<file path="src/rtl/ea_gen_pkg.sv">
package ea_gen_pkg;

  typedef enum logic [3:0] {
    M_ACC    = 4'd0,
    M_IMM    = 4'd1,
    M_IMP    = 4'd2,
    M_REL    = 4'd3,
    M_ABS    = 4'd4,
    M_ZP     = 4'd5,
    M_IND    = 4'd6,
    M_ABSX   = 4'd7,
    M_ABSY   = 4'd8,
    M_ZPX    = 4'd9,
    M_ZPY    = 4'd10,
    M_IDXIND = 4'd11,
    M_INDIDX = 4'd12
  } mode_e;

  typedef enum logic [2:0] {
    ST_IDLE,
    ST_PTR_LO,
    ST_PTR_HI,
    ST_WAIT,
    ST_DONE
  } state_e;

  typedef struct packed {
    logic accept;   // latch request fields
    logic direct;   // load result computed from the request
    logic grabLo;   // capture low pointer byte
    logic grabHi;   // capture high pointer byte and form result
    logic selHi;    // drive second pointer address
  } strobe_t;

endpackage

</file>
<file path="src/rtl/ea_gen_ctrl.sv">
module ea_gen_ctrl
  import ea_gen_pkg::*;
(
  input  logic    clk,
  input  logic    rstN,
  input  logic    reqValid,
  input  logic    needFetch,
  input  logic    isUndef,
  output strobe_t strb,
  output logic    busy,
  output logic    memRd,
  output logic    eaValid
);

  state_e state, nextState;
  logic   accept;
  logic   goFetch;

  assign accept  = reqValid && (state == ST_IDLE);
  assign goFetch = needFetch && !isUndef;

  always_comb begin
    nextState = state;
    unique case (state)
      ST_IDLE:   if (accept) nextState = goFetch ? ST_PTR_LO : ST_DONE;
      ST_PTR_LO: nextState = ST_PTR_HI;
      ST_PTR_HI: nextState = ST_WAIT;
      ST_WAIT:   nextState = ST_DONE;
      ST_DONE:   nextState = ST_IDLE;
      default:   nextState = ST_IDLE;
    endcase
  end

  always_ff @(posedge clk or negedge rstN) begin
    if (!rstN) state <= ST_IDLE;
    else       state <= nextState;
  end

  always_comb begin
    strb        = '0;
    strb.accept = accept;
    strb.direct = accept && !goFetch;
    strb.grabLo = (state == ST_PTR_HI);
    strb.grabHi = (state == ST_WAIT);
    strb.selHi  = (state == ST_PTR_HI);
  end

  assign busy    = (state != ST_IDLE);
  assign memRd   = (state == ST_PTR_LO) || (state == ST_PTR_HI);
  assign eaValid = (state == ST_DONE);

endmodule

</file>
<file path="src/rtl/ea_gen_dpath.sv">
module ea_gen_dpath
  import ea_gen_pkg::*;
#(
  parameter int DATA_W = 8
) (
  input  logic                  clk,
  input  logic                  rstN,
  input  strobe_t               strb,
  input  logic [3:0]            reqMode,
  input  logic [2*DATA_W-1:0]   reqOperand,
  input  logic [DATA_W-1:0]     idxX,
  input  logic [DATA_W-1:0]     idxY,
  input  logic [2*DATA_W-1:0]   progCtr,
  input  logic [DATA_W-1:0]     memData,
  output logic                  needFetch,
  output logic                  isUndef,
  output logic [2*DATA_W-1:0]   memAddr,
  output logic [2*DATA_W-1:0]   eaAddr,
  output logic                  eaErr
);

  localparam int ADDR_W = 2 * DATA_W;
  localparam logic [DATA_W-1:0] LAST_IN_PAGE = {DATA_W{1'b1}};

  function automatic logic [ADDR_W-1:0] pageZero(input logic [DATA_W-1:0] b);
    return {{DATA_W{1'b0}}, b};
  endfunction

  logic [DATA_W-1:0] opLo;
  logic [DATA_W-1:0] sumX;
  logic [DATA_W-1:0] sumY;
  logic [DATA_W-1:0] sumXNext;
  logic [DATA_W-1:0] opLoNext;
  logic [ADDR_W-1:0] relOffset;
  logic [ADDR_W-1:0] directAddr;
  logic [ADDR_W-1:0] ptrLoNext;
  logic [ADDR_W-1:0] ptrHiNext;

  logic [ADDR_W-1:0] ptrLoR;
  logic [ADDR_W-1:0] ptrHiR;
  logic [DATA_W-1:0] yR;
  logic              addYR;
  logic [DATA_W-1:0] loR;
  logic [ADDR_W-1:0] resultR;
  logic              errR;

  assign opLo      = reqOperand[DATA_W-1:0];
  assign sumX      = opLo + idxX;
  assign sumY      = opLo + idxY;
  assign sumXNext  = sumX + 1'b1;
  assign opLoNext  = opLo + 1'b1;
  assign relOffset = {{DATA_W{opLo[DATA_W-1]}}, opLo};

  // Request classification
  always_comb begin
    needFetch = 1'b0;
    isUndef   = 1'b0;
    case (reqMode)
      M_REL, M_ABS, M_ZP, M_ABSX, M_ABSY, M_ZPX, M_ZPY: ;
      M_IND: begin
        needFetch = 1'b1;
        isUndef   = (opLo == LAST_IN_PAGE);
      end
      M_IDXIND, M_INDIDX: needFetch = 1'b1;
      default: isUndef = 1'b1;
    endcase
  end

  // Direct address formation
  always_comb begin
    directAddr = '0;
    case (reqMode)
      M_REL:  directAddr = progCtr + relOffset;
      M_ABS:  directAddr = reqOperand;
      M_ZP:   directAddr = pageZero(opLo);
      M_ABSX: directAddr = reqOperand + pageZero(idxX);
      M_ABSY: directAddr = reqOperand + pageZero(idxY);
      M_ZPX:  directAddr = pageZero(sumX);
      M_ZPY:  directAddr = pageZero(sumY);
      default: directAddr = '0;
    endcase
  end

  // Pointer location for the fetch modes
  always_comb begin
    ptrLoNext = reqOperand;
    ptrHiNext = reqOperand + 1'b1;
    case (reqMode)
      M_IDXIND: begin
        ptrLoNext = pageZero(sumX);
        ptrHiNext = pageZero(sumXNext);
      end
      M_INDIDX: begin
        ptrLoNext = pageZero(opLo);
        ptrHiNext = pageZero(opLoNext);
      end
      default: ;
    endcase
  end

  always_ff @(posedge clk or negedge rstN) begin
    if (!rstN) begin
      ptrLoR  <= '0;
      ptrHiR  <= '0;
      yR      <= '0;
      addYR   <= 1'b0;
      loR     <= '0;
      resultR <= '0;
      errR    <= 1'b0;
    end else begin
      if (strb.accept) begin
        ptrLoR <= ptrLoNext;
        ptrHiR <= ptrHiNext;
        yR     <= idxY;
        addYR  <= (reqMode == M_INDIDX);
        errR   <= isUndef;
      end
      if (strb.direct) begin
        resultR <= isUndef ? '0 : directAddr;
      end
      if (strb.grabLo) begin
        loR <= memData;
      end
      if (strb.grabHi) begin
        resultR <= {memData, loR} + (addYR ? pageZero(yR) : '0);
      end
    end
  end

  assign memAddr = strb.selHi ? ptrHiR : ptrLoR;
  assign eaAddr  = resultR;
  assign eaErr   = errR;

endmodule

</file>
<file path="src/rtl/ea_gen.sv">
module ea_gen
  import ea_gen_pkg::*;
#(
  parameter int DATA_W = 8
) (
  input  logic                clk,
  input  logic                rstN,
  input  logic                reqValid,
  input  logic [3:0]          reqMode,
  input  logic [2*DATA_W-1:0] reqOperand,
  input  logic [DATA_W-1:0]   idxX,
  input  logic [DATA_W-1:0]   idxY,
  input  logic [2*DATA_W-1:0] progCtr,
  output logic                busy,
  output logic [2*DATA_W-1:0] memAddr,
  output logic                memRd,
  input  logic [DATA_W-1:0]   memData,
  output logic                eaValid,
  output logic [2*DATA_W-1:0] eaAddr,
  output logic                eaErr
);

  strobe_t strb;
  logic    needFetch;
  logic    isUndef;

  ea_gen_ctrl u_ctrl (
    .clk       (clk),
    .rstN      (rstN),
    .reqValid  (reqValid),
    .needFetch (needFetch),
    .isUndef   (isUndef),
    .strb      (strb),
    .busy      (busy),
    .memRd     (memRd),
    .eaValid   (eaValid)
  );

  ea_gen_dpath #(.DATA_W(DATA_W)) u_dpath (
    .clk        (clk),
    .rstN       (rstN),
    .strb       (strb),
    .reqMode    (reqMode),
    .reqOperand (reqOperand),
    .idxX       (idxX),
    .idxY       (idxY),
    .progCtr    (progCtr),
    .memData    (memData),
    .needFetch  (needFetch),
    .isUndef    (isUndef),
    .memAddr    (memAddr),
    .eaAddr     (eaAddr),
    .eaErr      (eaErr)
  );

endmodule

</file>
<file path="config.mk">
export PLATFORM = sky130hd
export DESIGN_NAME = ea_gen
export DESIGN_NICKNAME = d
export VERILOG_FILES = /design/src/rtl/ea_gen_pkg.sv /design/src/rtl/ea_gen_ctrl.sv /design/src/rtl/ea_gen_dpath.sv /design/src/rtl/ea_gen.sv
export SDC_FILE = /design/constraint.sdc
export NUM_CORES = 1
export LEC_CHECK = 0
export BUFFER_PORTS_ARGS = -buffer_cell sky130_fd_sc_hd__buf_2
export CORE_ASPECT_RATIO = 0.7
export CORE_MARGIN = 1
export CORE_UTILIZATION = 30
export CTS_CLUSTER_DIAMETER = 150
export DETAILED_ROUTE_END_ITERATION = 12
export MAX_ROUTING_LAYER = met4
export PLACE_DENSITY = 0.47
export SLEW_MARGIN = 15
export SYNTH_ARGS = -nofsm -noshare
export SYNTH_HDL_FRONTEND = slang
export SYNTH_SLANG_ARGS = --single-unit
</file>
<file path="constraint.sdc">
create_clock -name clk -period 3.1 [get_ports clk]
set_clock_uncertainty 0.2 [all_clocks]
set_input_delay 0.155 -clock clk [delete_from_list [all_inputs] [get_ports clk]]
set_output_delay 0.155 -clock clk [all_outputs]
set_load 0.02 [all_outputs]
</file>
* Word level (Yosys, flattened, before mapping)
Index checks and enable logic that the tools add are counted.
** Word-level totals
- Register bits :: 69
- Input bits :: 63
- Output and inout bits :: 36
- Word-level logic and storage cells :: 57
** Cells by class
- $add $sub $neg :: 9
- Equality and inequality tests :: 16
- Muxes and demuxes :: 13
- Reduce and logical (&&, ||, !) cells :: 11
** Operator list (number)
- case mux 16 bit (7 select lines) :: 1
- 2-to-1 mux 16 bit :: 4
- case mux 16 bit (2 select lines) :: 2
- adder 16 bit :: 2
- adder 16 x 8 -> 16 bit :: 2
- equality test 4 bit (second input constant) :: 5
- adder 16 x 1 -> 16 bit (second input constant) :: 1
- adder 8 x 1 -> 8 bit (second input constant) :: 2
- adder 8 bit :: 2
- equality test 4 x 3 -> 1 bit (second input constant) :: 4
- case mux 3 bit (4 select lines) :: 1
- OR reduction 9 bit :: 1
- equality test 8 bit (second input constant) :: 1
- 2-to-1 mux 8 bit :: 1
- equality test 3 x 2 -> 1 bit (second input constant) :: 2
- 2-to-1 mux 3 bit :: 2
- equality test 4 x 2 -> 1 bit (second input constant) :: 1
- equality test 3 x 1 -> 1 bit (second input constant) :: 1
- equality test 3 bit (second input constant) :: 1
- logical AND 1 bit :: 3
- zero test 3 bit :: 1
- nonzero test 3 bit :: 1
- OR reduction 3 bit :: 1
- zero test 1 bit :: 2
- 5 further kinds :: 5

* Longest topological paths before layout
- Word-level depth :: 9
- Gate-level depth with buffers :: 16
- Depth with buffers taken out :: 14

* By module
From an unflattened synthesis, not the netlist that was laid out.
** Second synthesis, totals
- Cells, all modules :: 738
- Area, all modules :: 6374.9 um2
** Modules (own cells, without submodules)
- ea_gen_dpath :: instances 1, cells each 716, area an instance 6189.7 um2, sequential area each 1651.6 um2
- ea_gen_ctrl :: instances 1, cells each 22, area an instance 185.2 um2, sequential area each 75.1 um2

* Worst setup path after synthesis
OpenSTA, ideal clock, no wires.
- Kind :: input to register
- Start point :: in reqMode[3]
- End point :: reg u_dpath.resultR[12] (netlist: u_dpath.eaAddr[12])
- Setup time :: 0.083 ns
- Arrival time :: 3.212 ns
- Required time :: 2.817 ns
- Path slack :: -0.395 ns
- Stages :: 16
- Buffers on the path :: 2
- Cells stage by stage :: buf_2 nor2b_1 nor3b_1 buf_2 mux2_2 ha_1 inv_1 fa_1 nand3b_1 a21o_1 a311oi_1 and2_1 a31oi_1 a311oi_1 o221ai_1 o21ai_0
** Between the ends
- Cells in the longest elaborated chain, start to end :: 8
- Elaborated cells between the ends (all ways) :: 23
- Those cells by class :: 10 x eq/ne; 6 x mux; 7 x reduce/logical
** RTL lines
- start, declared :: RTL line ea_gen.sv:9 : input logic [3:0] reqMode,
- equality test 4 x 2 -> 1 bit, or another cell as far along :: RTL line ea_gen_dpath.sv:58, ea_gen_dpath.sv:72
- OR reduction 9 bit (no line)
- case mux 1 bit (2 select lines) :: RTL line ea_gen_dpath.sv:58 : case (reqMode)
- zero test 1 bit :: RTL line ea_gen_ctrl.sv:20 : assign goFetch = needFetch && !isUndef;
- logical AND 1 bit :: RTL line ea_gen_ctrl.sv:20
- zero test 1 bit :: RTL line ea_gen_ctrl.sv:42 : strb.direct = accept && !goFetch;
- logical AND 1 bit :: RTL line ea_gen_ctrl.sv:42
- nonzero test 2 bit (no line)
- end signal, assigned :: RTL line ea_gen_dpath.sv:119 : resultR <= isUndef ? '0 : directAddr;
- end signal, assigned :: RTL line ea_gen_dpath.sv:125 : resultR <= {memData, loR} + (addYR ? pageZero(yR) : '0);
- end, declared :: RTL line ea_gen_dpath.sv:44 : logic [ADDR_W-1:0] resultR;
Several ways; a longest one is shown, not always the timed one. The select of a mux whose other input is x is not followed.
A chain may end at the register's enable or synchronous reset.

* Worst setup path after layout
- Start point :: in idxY[0]
- End point :: reg u_dpath.resultR[12] (netlist: u_dpath.eaAddr[12])
** Between the ends
- Cells in the longest elaborated chain, start to end :: 5
** RTL lines
- start, declared :: RTL line ea_gen.sv:12 : input logic [DATA_W-1:0] idxY,
- adder 16 x 8 -> 16 bit :: RTL line ea_gen_dpath.sv:77 : M_ABSY: directAddr = reqOperand + pageZero(idxY);
- case mux 16 bit (7 select lines) :: RTL line ea_gen_dpath.sv:72 : case (reqMode)
- 2-to-1 mux 16 bit :: RTL line ea_gen_dpath.sv:119
- 2-to-1 mux 16 bit :: RTL line ea_gen_dpath.sv:118 : if (strb.direct) begin
- 2-to-1 mux 16 bit :: RTL line ea_gen_dpath.sv:124 : if (strb.grabHi) begin
No other way between the ends. The select of a mux whose other input is x is not followed.

==> flow_summary.toml <==
[floorplan]
dieArea_mm2 = 0.0219
initial_core_util_pct = 30.7
io_pins = 99
core_area_mm2 = 0.0208
die_w_um = 177
die_h_um = 124
rows = 44

[placed_design]
place_area_mm2 = 0.00755
hpwl_um = 17900
routabilityCongestion = 0.924
place_ws_ns = -0.226
io_buffers = 98
dp_cells = 1176

[sta]
worst_slack_ns = 0.173
worst_hold_slack_ns = 0.0118
fmax_mhz = 342
setup_viol = 0
fin_crit_ns = 2.93
slew_viol_final = 0
setup-tns-final_ns = 0
rsz0062_at_grt = "false"
worstMarginPinSlew_ns = 0.609
fin_crit_sh_pct = 94.4
maxSlewHeadroom_pct = 59.3
hold_viol = 0

[grt]
grt_pass1_vias = 6064
antenna_found_initial = 0
busiest_layer = "met1"
gr-usage-met2_pct = 31.3
grt_max_degree = 70
grt-ovfl-total = 0
grt_pass1_wl_um = 35500
grtUsageTotal_pct = 22.0
use_met1_pct = 32.9
met3_usage_pct = 3.33

[synth]
synth-seq-cells = 69
yosys.cell_types.count = 71
synth_most_common_cell = "nand2_1"
synth_area_leaders = "dfrtp_1, ha_1, nand2_1, xnor2_1, mux2_2"
syn_area_per_cell_um2 = 8.16
synth_top_area_share_pct = 27.0
synth_cells = 784
seq_area_frac_synth_pct = 27.0
syn_area_mm2 = 0.00640
synth_flop_cell = "dfrtp_1"
yosys_warnings = 0
synth_area_leader_cell = "dfrtp_1"
ys_async_sr_fraction_pct = 100
synthTopCellsByCount = "nand2_1, nor2_1, dfrtp_1"
syn_nets = 901
synth_edf_count = 0

[power_and_ir_drop]
vdd_drop_max_mv = 0.401
p_sw_share_pct = 42.7
p_leak_nw = 3.69
power.density_mw_per_mm2 = 683
p_switching_w = 0.00238
internal_power_w = 0.00319
clkPwrFrac_pct = 20.1
seq_power_share_pct = 29.1
comb_power_share_pct = 50.7

[finish]
area_delta_synth_final_pct = 27.6
finish.net_count = 1054
antenna_cells = 0
layout-drive-gt1-share_pct = 24.1
final_cells = 1218
fin_area_mm2 = 0.00816

[routing]
first_iter_violations = 495
routed_wl_um = 22500
routedWlPerCell_um = 18.5
drcViolationCount = 0
antenna_left = 0
num_vias = 6315
vias_per_cell = 5.18
first_pass_iters = 5

[worst_setup_path]
worstSetupStartpointType = "primary input"
max_stage_delay_ns = 0.51
worst_setup_path_end_kind = "flip-flop"
crit_chain = "dlygate4sd3_1, buf_2, mux2_4, ha_4, inv_1, fa_2, nand3b_1, a21o_1, a311oi_4, and2_4, a31oi_1, a311oi_1, o221ai_1, o21ai_1"
cp_max_fo = 4
path_class = "in -> reg"
required_ns = 3.17
slowest_stage = "dlygate4sd3_1"
arrival_ns = 2.99

[run]
maxCapViolCount = 0

[clock_tree]
cts_sinks = 69
h-tree-depth = 3
cts_tree = "done"
cts_buffers = 9
clock_latency_ns = 0.34
clk_root_buffer_cell = "clkbuf_16"
path_clk_slew_ns = 0.07
cts_buffer_depth = 2

[run_status]
status = "finished, final reports clean"

[worst_hold_path]
hold_path.class = "in -> reg"
-- timing repair --
item	in CTS	in global routing
setup buffers	0	1
endpoints found under the hold margin	97	0
resized for setup	0	10
hold buffers	25	0
endpoints found under the setup margin	0	7
-- cell type report --
class	instances	area (um2)
fill	2223	12600
multi-input combinational	662	4530
sequential	69	1730
timing repair buffer	176	1160
tap	276	345
clock buffer	10	229
clock inverter	6	87.6
inverter	19	76.3
-- cells in the final DEF (no fill, tap or decap), types with 23 or more instances in the layout --
| cell type | instances |
|---|---|
| nand2_1 | 115 |
| buf_2 | 98 |
| nor2_1 | 69 |
| dfrtp_1 | 68 |
| o21ai_0 | 58 |
| buf_4 | 51 |
| ha_1 | 47 |
| xnor2_1 | 43 |
| a21oi_1 | 40 |
| mux2_2 | 29 |
| dlygate4sd3_1 | 25 |
| nand3_1 | 23 |
-- logic make-up after synthesis --
group | after synthesis | synth area share, %
DFF | 69 | 27.0
AOI/OAI and AO/OA | 213 | 21.5
and+or+nand+nor | 298 | 22.2
buffers and inverters | 53 | 3.48
muxes | 38 | 6.53
adders and majority gates | 54 | 11.1
xor gates and xnor gates | 59 | 8.08
-- metal layers --
layer	part of all wire, %	wire, um
met1	54	12200
met2	40	9110
met3	4.3	967
met4	0.96	217
met5	0	0
-- worst paths after layout --
check | from | to | slack, ns | cells after the start
min in group asynchronous | rstN | u_dpath.eaAddr[14] | 0.16 | 3
max in group asynchronous | rstN | u_dpath.addYR | 2.16 | 3
min reg2reg | u_dpath.ptrHiR[6] | u_dpath.ptrHiR[6] | 0.26 | 2
max reg2reg | u_dpath.addYR | u_dpath.eaAddr[14] | 0.21 | 13
max | idxY[0] | u_dpath.eaAddr[12] | 0.17 | 14
min | idxY[1] | u_dpath.yR[1] | 0.01 | 3
-- metrics by stage --
step | utilization [%] | power, W
global placement | 36.3 | 0.00442
detailed placement | 36.3 | 0.00442
floorplan | - | 0.00343
CTS | 39.0 | 0.00558
finish | 39.2 | 0.00558
global route | 39.2 | 0.00601
-- sequential cells by signal, indices dropped and copies added, names as in the netlist --
name	cells
u_dpath.eaAddr	16
u_dpath.ptrHiR	16
u_dpath.ptrLoR	16
u_dpath.loR	8
u_dpath.yR	8
u_ctrl.state	3
u_dpath.addYR	1
u_dpath.eaErr	1
-- worst max-delay path, delay by kind of cell --
family / cells / cell delay, ns
adders and majority gates: 2 / 0.45
muxes: 1 / 0.17
buffers and inverters: 3 / 0.71
AOI/OAI and AO/OA: 6 / 1.07
and+or+nand+nor: 2 / 0.44
-- power by group through the flow --
| stage | combinational, W | sequential (W) | clock [W] |
|---|---|---|---|
| after floorplan | 0.00180 | 0.00162 | 0 |
| after global placement | 0.00279 | 0.00163 | 0 |
| after detailed placement | 0.00278 | 0.00163 | 0 |
| after CTS | 0.00282 | 0.00162 | 0.00114 |
| after global routing | 0.00315 | 0.00168 | 0.00118 |
| final | 0.00283 | 0.00162 | 0.00112 |
Power figures use the tool's default switching activity.
